$ cat config.mk
export PLATFORM = sky130hd
export DESIGN_NAME = wdog_timer
export DESIGN_NICKNAME = d
export VERILOG_FILES = /design/src/rtl/wdog_pkg.sv /design/src/rtl/wdog_tick_gen.sv /design/src/rtl/wdog_countdown.sv /design/src/rtl/wdog_action.sv /design/src/rtl/wdog_timer.sv
export SDC_FILE = /design/constraint.sdc
export NUM_CORES = 1
export LEC_CHECK = 0
export CAP_MARGIN = 20
export CELL_PAD_IN_SITES_DETAIL_PLACEMENT = 1
export CELL_PAD_IN_SITES_GLOBAL_PLACEMENT = 1
export CORE_ASPECT_RATIO = 0.75
export CORE_MARGIN = 4
export CORE_UTILIZATION = 35
export CTS_CLUSTER_DIAMETER = 150
export CTS_CLUSTER_SIZE = 20
export DETAILED_ROUTE_END_ITERATION = 8
export GPL_ROUTABILITY_DRIVEN = 0
export GPL_TIMING_DRIVEN = 1
export PLACE_DENSITY = 0.62
export SETUP_SLACK_MARGIN = 0.1
export SLEW_MARGIN = 20
export SYNTH_ARGS = -nofsm -noshare
export SYNTH_HDL_FRONTEND = slang
export SYNTH_SLANG_ARGS = --single-unit
$ cat constraint.sdc
create_clock -name clk -period 4 [get_ports clk]
set_input_delay 0.8 -clock clk [delete_from_list [all_inputs] [get_ports clk]]
set_output_delay 0.8 -clock clk [all_outputs]
set_load 0.05 [all_outputs]
$ cat src/rtl/wdog_pkg.sv
package wdog_pkg;
  localparam int DATA_W  = 8;
  localparam int ADDR_W  = 3;
  localparam int EXP_MAX = 15;
  localparam int CNT_W   = EXP_MAX + 1;

  typedef enum logic [1:0] {
    ACT_RESET = 2'b00,
    ACT_FAN   = 2'b01,
    ACT_COUNT = 2'b10,
    ACT_RSVD  = 2'b11
  } act_e;

  localparam logic [ADDR_W-1:0] A_CTRL   = 3'd0;
  localparam logic [ADDR_W-1:0] A_TMO    = 3'd1;
  localparam logic [ADDR_W-1:0] A_PING   = 3'd2;
  localparam logic [ADDR_W-1:0] A_LEFT   = 3'd3;
  localparam logic [ADDR_W-1:0] A_CAUSE  = 3'd4;
  localparam logic [ADDR_W-1:0] A_EVENTS = 3'd5;

  // Legal stored value of the timeout field for the selected encoding.
  function automatic logic [DATA_W-1:0] tmo_clamp(bit exp_mode, logic [DATA_W-1:0] v);
    if (exp_mode) begin
      return (v > DATA_W'(EXP_MAX)) ? DATA_W'(EXP_MAX) : v;
    end
    return (v == '0) ? DATA_W'(1) : v;
  endfunction

  // Number of counter units (ms or s ticks) for a stored timeout field.
  function automatic logic [CNT_W-1:0] tmo_units(bit exp_mode, logic [DATA_W-1:0] f);
    if (exp_mode) begin
      return CNT_W'(1) << f[3:0];
    end
    return CNT_W'(f);
  endfunction

  function automatic bit act_is_reset(act_e a);
    return (a == ACT_RESET) || (a == ACT_RSVD);
  endfunction
endpackage

$ cat src/rtl/wdog_tick_gen.sv
module wdog_tick_gen #(
  parameter int unsigned CLK_HZ   = 100_000_000,
  parameter int unsigned MS_PER_S = 1000,
  parameter bit          USE_SEC  = 1'b1
) (
  input  logic clk,
  input  logic por_n,
  input  logic restart,
  output logic unit_tick_o
);
  localparam int unsigned TPM = (CLK_HZ / 1000 < 1) ? 1 : CLK_HZ / 1000;
  localparam int MW = ($clog2(TPM) < 1) ? 1 : $clog2(TPM);

  logic [MW-1:0] ms_cnt;
  logic          ms_tick;

  assign ms_tick = (ms_cnt == MW'(TPM - 1));

  always_ff @(posedge clk or negedge por_n) begin
    if (!por_n) begin
      ms_cnt <= '0;
    end else if (restart || ms_tick) begin
      ms_cnt <= '0;
    end else begin
      ms_cnt <= ms_cnt + 1'b1;
    end
  end

  generate
    if (USE_SEC) begin : g_sec
      localparam int unsigned MPS = (MS_PER_S < 1) ? 1 : MS_PER_S;
      localparam int SW = ($clog2(MPS) < 1) ? 1 : $clog2(MPS);
      logic [SW-1:0] s_cnt;
      logic          s_wrap;

      assign s_wrap = (s_cnt == SW'(MPS - 1));

      always_ff @(posedge clk or negedge por_n) begin
        if (!por_n) begin
          s_cnt <= '0;
        end else if (restart) begin
          s_cnt <= '0;
        end else if (ms_tick) begin
          s_cnt <= s_wrap ? '0 : s_cnt + 1'b1;
        end
      end

      assign unit_tick_o = ms_tick && s_wrap;
    end else begin : g_ms
      assign unit_tick_o = ms_tick;
    end
  endgenerate
endmodule

$ cat src/rtl/wdog_countdown.sv
module wdog_countdown #(
  parameter int CNT_W = 16
) (
  input  logic             clk,
  input  logic             por_n,
  input  logic             clr,
  input  logic             load,
  input  logic             run,
  input  logic [CNT_W-1:0] load_val,
  input  logic             tick,
  output logic [CNT_W-1:0] cnt_o,
  output logic             expire_o
);
  logic last_unit;

  assign last_unit = (cnt_o == CNT_W'(1));
  assign expire_o  = run && tick && !load && !clr && last_unit;

  always_ff @(posedge clk or negedge por_n) begin
    if (!por_n) begin
      cnt_o <= '0;
    end else if (clr || load || !run || expire_o) begin
      cnt_o <= load_val;
    end else if (tick) begin
      cnt_o <= cnt_o - 1'b1;
    end
  end
endmodule

$ cat src/rtl/wdog_action.sv
module wdog_action
  import wdog_pkg::*;
#(
  parameter int RST_CYCLES = 8,
  parameter int EV_W       = 8
) (
  input  logic            clk,
  input  logic            por_n,
  input  logic            clr,
  input  logic            expire,
  input  act_e            act,
  input  logic            fan_clr,
  output logic            sys_rst_o,
  output logic            fan_full_o,
  output logic [EV_W-1:0] ev_cnt_o,
  output logic            cause_set_o
);
  localparam int PW = $clog2(RST_CYCLES + 1);

  logic [PW-1:0] rst_left;
  logic          do_rst;

  assign do_rst      = expire && act_is_reset(act);
  assign cause_set_o = do_rst;
  assign sys_rst_o   = (rst_left != '0);

  always_ff @(posedge clk or negedge por_n) begin
    if (!por_n) begin
      rst_left <= '0;
    end else if (do_rst) begin
      rst_left <= PW'(RST_CYCLES);
    end else if (rst_left != '0) begin
      rst_left <= rst_left - 1'b1;
    end
  end

  always_ff @(posedge clk or negedge por_n) begin
    if (!por_n) begin
      fan_full_o <= 1'b0;
    end else if (clr || fan_clr) begin
      fan_full_o <= 1'b0;
    end else if (expire && act == ACT_FAN) begin
      fan_full_o <= 1'b1;
    end
  end

  always_ff @(posedge clk or negedge por_n) begin
    if (!por_n) begin
      ev_cnt_o <= '0;
    end else if (clr) begin
      ev_cnt_o <= '0;
    end else if (expire && act == ACT_COUNT) begin
      ev_cnt_o <= ev_cnt_o + 1'b1;
    end
  end
endmodule

$ cat src/rtl/wdog_timer.sv
module wdog_timer
  import wdog_pkg::*;
#(
  parameter int unsigned CLK_HZ     = 100_000_000,
  parameter int unsigned MS_PER_S   = 1000,
  parameter bit          EXP_MODE   = 1'b0,
  parameter logic [7:0]  DEF_TMO    = 8'd30,
  parameter int          RST_CYCLES = 8
) (
  input  logic        clk,
  input  logic        por_n,
  input  logic        warm_rst_n,
  input  logic [2:0]  bus_addr,
  input  logic [7:0]  bus_wdata,
  input  logic        bus_wr,
  input  logic        bus_rd,
  output logic [7:0]  bus_rdata,
  output logic        sys_rst_o,
  output logic        fan_full_o
);
  localparam logic [DATA_W-1:0] TMO_RST = tmo_clamp(EXP_MODE, DEF_TMO);

  logic              warm_clr;
  logic              wr_ctrl, wr_tmo, wr_ping, wr_cause;
  logic              en_q, lock_q, cause_q;
  act_e              act_q;
  logic [DATA_W-1:0] tmo_q, tmo_new;
  logic              en_next, en_rise, ping_ev, tmo_reload;
  logic              load, fan_clr, restart;
  logic [CNT_W-1:0]  load_val, cnt;
  logic              unit_tick, expire, cause_set;
  logic [DATA_W-1:0] ev_cnt, left_view, rd_mux;

  assign warm_clr   = !warm_rst_n;
  assign wr_ctrl    = bus_wr && (bus_addr == A_CTRL);
  assign wr_tmo     = bus_wr && (bus_addr == A_TMO);
  assign wr_ping    = bus_wr && (bus_addr == A_PING);
  assign wr_cause   = bus_wr && (bus_addr == A_CAUSE);

  assign tmo_new    = tmo_clamp(EXP_MODE, bus_wdata);
  assign en_next    = bus_wdata[0] || (lock_q && en_q);
  assign en_rise    = wr_ctrl && en_next && !en_q;
  assign ping_ev    = wr_ping && bus_wdata[0] && en_q;
  assign tmo_reload = wr_tmo && en_q;
  assign load       = en_rise || ping_ev || tmo_reload;
  assign load_val   = tmo_units(EXP_MODE, wr_tmo ? tmo_new : tmo_q);
  assign fan_clr    = ping_ev || (wr_ctrl && !en_next);
  assign restart    = load || warm_clr;

  always_ff @(posedge clk or negedge por_n) begin
    if (!por_n) begin
      en_q  <= 1'b0;
      act_q <= ACT_RESET;
      tmo_q <= TMO_RST;
    end else if (warm_clr) begin
      en_q  <= 1'b0;
      act_q <= ACT_RESET;
      tmo_q <= TMO_RST;
    end else begin
      if (wr_ctrl) begin
        en_q  <= en_next;
        act_q <= act_e'(bus_wdata[3:2]);
      end
      if (wr_tmo) begin
        tmo_q <= tmo_new;
      end
    end
  end

  always_ff @(posedge clk or negedge por_n) begin
    if (!por_n) begin
      lock_q <= 1'b0;
    end else if (wr_ctrl && bus_wdata[1]) begin
      lock_q <= 1'b1;
    end
  end

  always_ff @(posedge clk or negedge por_n) begin
    if (!por_n) begin
      cause_q <= 1'b0;
    end else if (cause_set) begin
      cause_q <= 1'b1;
    end else if (wr_cause && bus_wdata[0]) begin
      cause_q <= 1'b0;
    end
  end

  wdog_tick_gen #(
    .CLK_HZ  (CLK_HZ),
    .MS_PER_S(MS_PER_S),
    .USE_SEC (!EXP_MODE)
  ) u_tick (
    .clk        (clk),
    .por_n      (por_n),
    .restart    (restart),
    .unit_tick_o(unit_tick)
  );

  wdog_countdown #(
    .CNT_W(CNT_W)
  ) u_count (
    .clk     (clk),
    .por_n   (por_n),
    .clr     (warm_clr),
    .load    (load),
    .run     (en_q),
    .load_val(load_val),
    .tick    (unit_tick),
    .cnt_o   (cnt),
    .expire_o(expire)
  );

  wdog_action #(
    .RST_CYCLES(RST_CYCLES),
    .EV_W      (DATA_W)
  ) u_act (
    .clk        (clk),
    .por_n      (por_n),
    .clr        (warm_clr),
    .expire     (expire),
    .act        (act_q),
    .fan_clr    (fan_clr),
    .sys_rst_o  (sys_rst_o),
    .fan_full_o (fan_full_o),
    .ev_cnt_o   (ev_cnt),
    .cause_set_o(cause_set)
  );

  generate
    if (EXP_MODE) begin : g_left_exp
      assign left_view = '0;
    end else begin : g_left_sec
      assign left_view = (cnt > CNT_W'(255)) ? 8'hFF : cnt[7:0];
    end
  endgenerate

  always_comb begin
    unique case (bus_addr)
      A_CTRL:   rd_mux = {4'b0, act_q, lock_q, en_q};
      A_TMO:    rd_mux = tmo_q;
      A_LEFT:   rd_mux = left_view;
      A_CAUSE:  rd_mux = {7'b0, cause_q};
      A_EVENTS: rd_mux = ev_cnt;
      default:  rd_mux = '0;
    endcase
  end

  always_ff @(posedge clk or negedge por_n) begin
    if (!por_n) begin
      bus_rdata <= '0;
    end else if (bus_rd) begin
      bus_rdata <= rd_mux;
    end
  end
endmodule

### After elaboration in Yosys (flattened, before gate mapping)

Cells that the tools add are included.

* add/sub/neg operators: 5
* magnitude comparators: 1
* equality and inequality tests: 13
* mux-type cells: 23
* reduce and logical (&&, ||, !) cells: 44

Operators by type and width (number)
* two-way mux 8 bit: 6
* case mux 8 bit (5 select lines): 1
* two-way mux 16 bit: 2
* two-way mux 10 bit: 3
* logical AND 1 bit: 21
* adder 17 x 1 -> 17 bit, second input constant: 1
* == test 17 bit, second input constant: 1
* two-way mux 17 bit: 1
* == test 16 x 1 -> 1 bit, second input constant: 1
* greater-than comparator 16 x 8 -> 1 bit, second input constant: 1
* subtractor 16 x 1 -> 16 bit, second input constant: 1
* adder 10 x 1 -> 10 bit, second input constant: 1
* == test 10 bit, second input constant: 1
* logical OR 1 bit: 10
* nonzero test 2 bit: 5
* adder 8 x 1 -> 8 bit, second input constant: 1
* logical NOT 8 bit: 1
* two-way mux 4 bit: 2
* == test 3 x 2 -> 1 bit, second input constant: 2
* == test 3 bit, second input constant: 2
* two-way mux 1 bit: 6
* == test 2 bit, second input constant: 2
* logical NOT 1 bit: 4
* two-way mux 2 bit: 2
* other kinds (7): 8

* register bits after elaboration: 77
* bits of input ports: 16
* output and inout port bits: 10
* word-level logic and storage cells: 98

### Depth between registers and ports, before layout

* depth after elaboration: 13
* mapped depth: 8
* gate-level depth less buffers: 7

### Cells and area by module

From an unflattened synthesis, not the netlist that was laid out.

* cell total of the unflattened synthesis: 426
* area, all modules: 4409.2 um^2

By module, submodules not included
* wdog_tick_gen: times used 1, cells each 153, area each 1451.4 um^2, sequential area each 675.6 um^2
* wdog_timer: times used 1, cells each 119, area each 1247.4 um^2, sequential area each 530.5 um^2
* wdog_countdown: times used 1, cells each 85, area each 1032.2 um^2, sequential area each 400.4 um^2
* wdog_action: times used 1, cells each 69, area each 678.2 um^2, sequential area each 325.3 um^2

### Worst setup path before layout

Ideal clock, no wire load.

* path kind: input port to flip-flop
* start point: in bus_addr[0]
* end point: reg u_count.cnt_o[4]
* library setup time: 87 ps
* arrival time: 2276 ps
* data required time: 3913 ps
* slack: 1637 ps
* stages on the path: 7
* path buffers: 3
* path through: buf_2 nand4bb_1 buf_2 o2111ai_1 clkbuf_1 or4_1 o211ai_1

* longest elaborated chain between the ends: 12
* elaborated cells between the ends (all ways): 23
* classes of those cells: eq/ne (2); mux (2); reduce/logical (19)

RTL lines
* from (decl): RTL line wdog_timer.sv:13 `input logic [2:0] bus_addr,`
* == test 3 x 2 -> 1 bit or logical NOT 3 bit (tied branches): RTL line wdog_timer.sv:37, wdog_timer.sv:35
* logical AND 1 bit, on equally long branches: RTL line wdog_timer.sv:37, wdog_timer.sv:35
* logical AND 1 bit, on equally long branches (2 in a row): RTL line wdog_timer.sv:43, wdog_timer.sv:42
* logical OR 1 bit (2 in a row): RTL line wdog_timer.sv:45 `assign load = en_rise || ping_ev || tmo_reload;`
* logical NOT 1 bit: RTL line wdog_countdown.sv:17 `assign expire_o = run && tick && !load && !clr && last_unit;`
* logical AND 1 bit (3 in a row): RTL line wdog_countdown.sv:17
* logical OR 1 bit: RTL line wdog_countdown.sv:22 `end else if (clr || load || !run || expire_o) begin`
* two-way mux 16 bit or nonzero test 2 bit (tied branches)
* to (signal assigned): RTL line wdog_countdown.sv:23 `cnt_o <= load_val;`
* to (signal assigned): RTL line wdog_countdown.sv:25 `cnt_o <= cnt_o - 1'b1;`
* to (decl): RTL line wdog_countdown.sv:11 `output logic [CNT_W-1:0] cnt_o,`

Parallel ways exist; a longest one is shown, timed or not.
A chain may end at the register's enable or synchronous reset.

### Worst setup path after layout

* start point: reg u_act.rst_left[0]
* end point: out sys_rst_o

* longest elaborated chain between the ends: 1

RTL lines
* from (decl): RTL line wdog_action.sv:20 `logic [PW-1:0] rst_left;`
* from (signal assigned): RTL line wdog_action.sv:31 `rst_left <= PW'(RST_CYCLES);`
* from (signal assigned): RTL line wdog_action.sv:33 `rst_left <= rst_left - 1'b1;`
* nonzero test 4 bit: RTL line wdog_action.sv:25 `assign sys_rst_o = (rst_left != '0);`
* to (decl): RTL line wdog_timer.sv:18 `output logic sys_rst_o,`

No other way between the ends.

==> qor.csv <==
stage,metric,value,unit
synth,Post-Synthesis Cells,452,
critical_path,crit-path cells,inv_1 > ha_1 > nor3b_1 > inv_1 > clkdlybuf4s50_1,
critical_path,data required time of the critical path,3.20,ns
global_routing,total track usage,18.7,%
synth,syn_area_per_cell,9.71,um^2
power_and_ir_drop,"Power, Total",1.79,mW
cts,CTS tree,done,
cts,Post-CTS Setup Inserts,0,
global_routing,maximum number of pins on one net before global-route repair,78,
outcome,outcome,"complete, no violations",
timing,Tmin final,3.10,ns
timing,Final Slew Violations,0,
synth,Yosys reg bits,77,
synth,post-synthesis mux area share,5.67,%
critical_path,crit path buf inv count,3,
timing,setup violators final,0,
cts,CTS buffer count,9,
critical_path,Setup CP Type,flop to output pin,
routing,Post-route DRC,0,
cts,clk slew on worst S/H paths,0.06,ns
layout,ANT cells,0,
synth,number of synthesized flops with an enable pin,0,
synth,top-count cell post-synth,dfrtp_1,
synth,largest family of logic cells by synthesized area,simple AND/OR/NAND/NOR gates,
synth,Synth Area in Simple Gates,26.1,%
synth,Mapped Area,4390,um^2
critical_path,slowest CP cell,clkdlybuf4s50_1,
timing,fin worst setup slack,0.905,ns
die,Initial Util,35.8,%
power_and_ir_drop,Worst VDD drop,0.215,mV
synth,synth warn,0,
synth,Adder-Cell Fraction of Synth Area,2.28,%
layout,Finished Layout Cells,648,
timing,Worst-Margin Slew,0.922,ns
critical_path,Worst Setup SP,u_act.rst_left[0],
layout,Layout area overhead,15.4,%
die,die area,14400,um^2
timing,Max Freq,0.323,GHz
die,Std-Cell Rows,35,
critical_path,CP Launch Type,flop,
routing,Avg Vias per Cell,5.55,
flow_run,number of max-cap violations,0,
placement,Detail Placement HPWL,9.05,mm
timing,Final Hold Viols,0,
critical_path,"delay-heaviest family, CP",buffers and inverters,
cts,clk root buf,clkbuf_16,
synth,ys flop type,dfrtp_1,
critical_path,Worst EP arrival,2.30,ns
critical_path,CP max stage delay,0.72,ns
critical_path,Setup crit end kind,output pin,
layout,layout cells sized above 1,10.4,%
synth,most frequent cells after synthesis,"73 x dfrtp_1, 45 x nor2_1, 34 x nand2_1",
cts,Clock Latency Late Sink,0.34,ns
synth,register area share after synthesis,44.0,%
routing,Routed WL per cell,19.1,um
synth,main area contributors after synthesis,"dfrtp_1 42%, mux2i_1 3.9%, nor2_1 3.8%",
global_routing,total grt overflow,0,
synth,"FFs w/ async S/R, synth",100,%
cts,H-Tree Depth,3,
hold_path,worst min path class,input pin to async pin,
synth,syn nets,476,
routing,post-route ant nets,0,
cts,Longest Clk Path Bufs,2,
synth,compound-gate portion of the synthesized area,14.3,%
critical_path,worst-path fanout max,4,
cts,clk sinks,77,
timing,relative slew slack,38.3,%
global_routing,first-pass GRT wire length,21.0,mm
synth,Unique masters post-synth,65,
routing,drt pass-1 iters,4,
timing,RSZ-0062 raised after global routing,no,
power_and_ir_drop,leakage power,2.08,nW
critical_path,reg2reg start,u_tick.ms_cnt[0],
timing,clk_skew,0.00511,ns
layout,Final #Nets,501,
cts,post-CTS sizing,0,
routing,DR vias,3596,
layout,Fill cells,1415,
die,total core area,12300,um^2
timing,post-route setup TNS,0,ns
cts,Hold Buf Count CTS,0,
layout,area of the multi-input gates,2280,um^2
synth,Synth top area share,41.6,%
routing,DR iter-0 viols,214,
die,num ports,26,
synth,XOR/XNOR share of the synthesized area,3.59,%
die,DIE WIDTH,137,um
global_routing,initial antenna violation count,0,
synth,"area leader, netlist",dfrtp_1,
die,die height,105,um
routing,total routed wirelength,12.4,mm
placement,pre-CTS setup slack,0.857,ns
placement,placed insts,632,
timing,fin crit share,77.4,%
critical_path,Most common cell on crit path,inv_1,
placement,port bufs,25,
power_and_ir_drop,power per cell area,353,nW/um^2
global_routing,number of global-route vias before repair,3827,
layout,area taken by flip-flops and latches,1930,um^2
[report_power, final]
part / switching, mW / internal [mW] / leakage [nW]
Clock: 0.329 / 0.496 / 0.149
Combinational: 0.0953 / 0.0546 / 0.900
Sequential: 0.0170 / 0.795 / 1.03
[cell usage in the layout (no fill, tap or decap), drive strengths merged, types with 3 or more instances in the layout]
cell and instances:
dfrtp 73, nor2 49, nand2 34, clkdlybuf4s50 24
a21oi 23, nand3 18, mux2i 17, inv 15
o21ai 14, xor2 13, o31ai 13, nand4 13
or4 13, o211ai 11, or3 11, clkbuf 11
nor3 10, o22ai 9, ha 8, nor4 8
buf 7, and4 6, and3 6, xnor2 5
nand2b 5, a22o 5, mux2 5, nor3b 4
a31oi 4, o2bb2ai 4, clkinv 4, dfstp 4
nand3b 4, or2 4, and2 3
[per-stage QoR]
| step | hold WS (ns) | utilization (%) | instance area (um^2) |
|---|---|---|---|
| after floorplan | 0.455 | - | 4390 |
| after detailed placement | 0.499 | 38.9 | 4770 |
| after global placement | 0.481 | 38.9 | 4770 |
| final | 0.504 | 41.3 | 5060 |
| after CTS | 0.511 | 41.3 | 5060 |
| after global routing | 0.528 | 41.3 | 5060 |
[registers in the layout, indices dropped and copies added (netlist names)]
register / cells
act_q: 2
u_act.rst_left: 4
bus_rdata: 8
u_tick.ms_cnt: 17
en_q: 1
u_act.ev_cnt_o: 8
u_count.cnt_o: 16
u_act.fan_full_o: 1
lock_q: 1
u_tick.g_sec.s_cnt: 10
tmo_q: 8
cause_q: 1
[final timing paths]
kind                                          end  slack, ns  cells after the start
worst max-delay path                    sys_rst_o       0.90                      5
min in group clk                     bus_rdata[3]       0.51                      1
worst max register to register   u_count.cnt_o[7]       1.32                      6
max in group asynchronous       u_count.cnt_o[11]       3.01                      1
worst min-delay path                     act_q[0]       0.50                      1
worst min register to register       bus_rdata[3]       0.51                      1
[kinds of logic after synthesis]
group / count (synthesis)
compound gates: 95
xor+xnor: 18
fa+ha+maj: 8
buf+inv: 32
flops: 77
mux: 23
simple gates: 199
[per-layer routing]
layer  routed length (um)  track usage, %
met1                 6730            29.4
met5                    0               0
met3                  454            4.38
met4                  124            4.49
met2                 5100            25.4
[final cells by class]
cell class              instances  area share, %
clock inverters                 5          0.988
inverters                      15           1.11
clock buffers                  11           4.79
well taps                     166           4.10
flip-flops and latches         77           38.1
repair buffers                 31           5.85
multi-input cells             343           45.0
No activity file was read; power rests on OpenSTA's default activity.
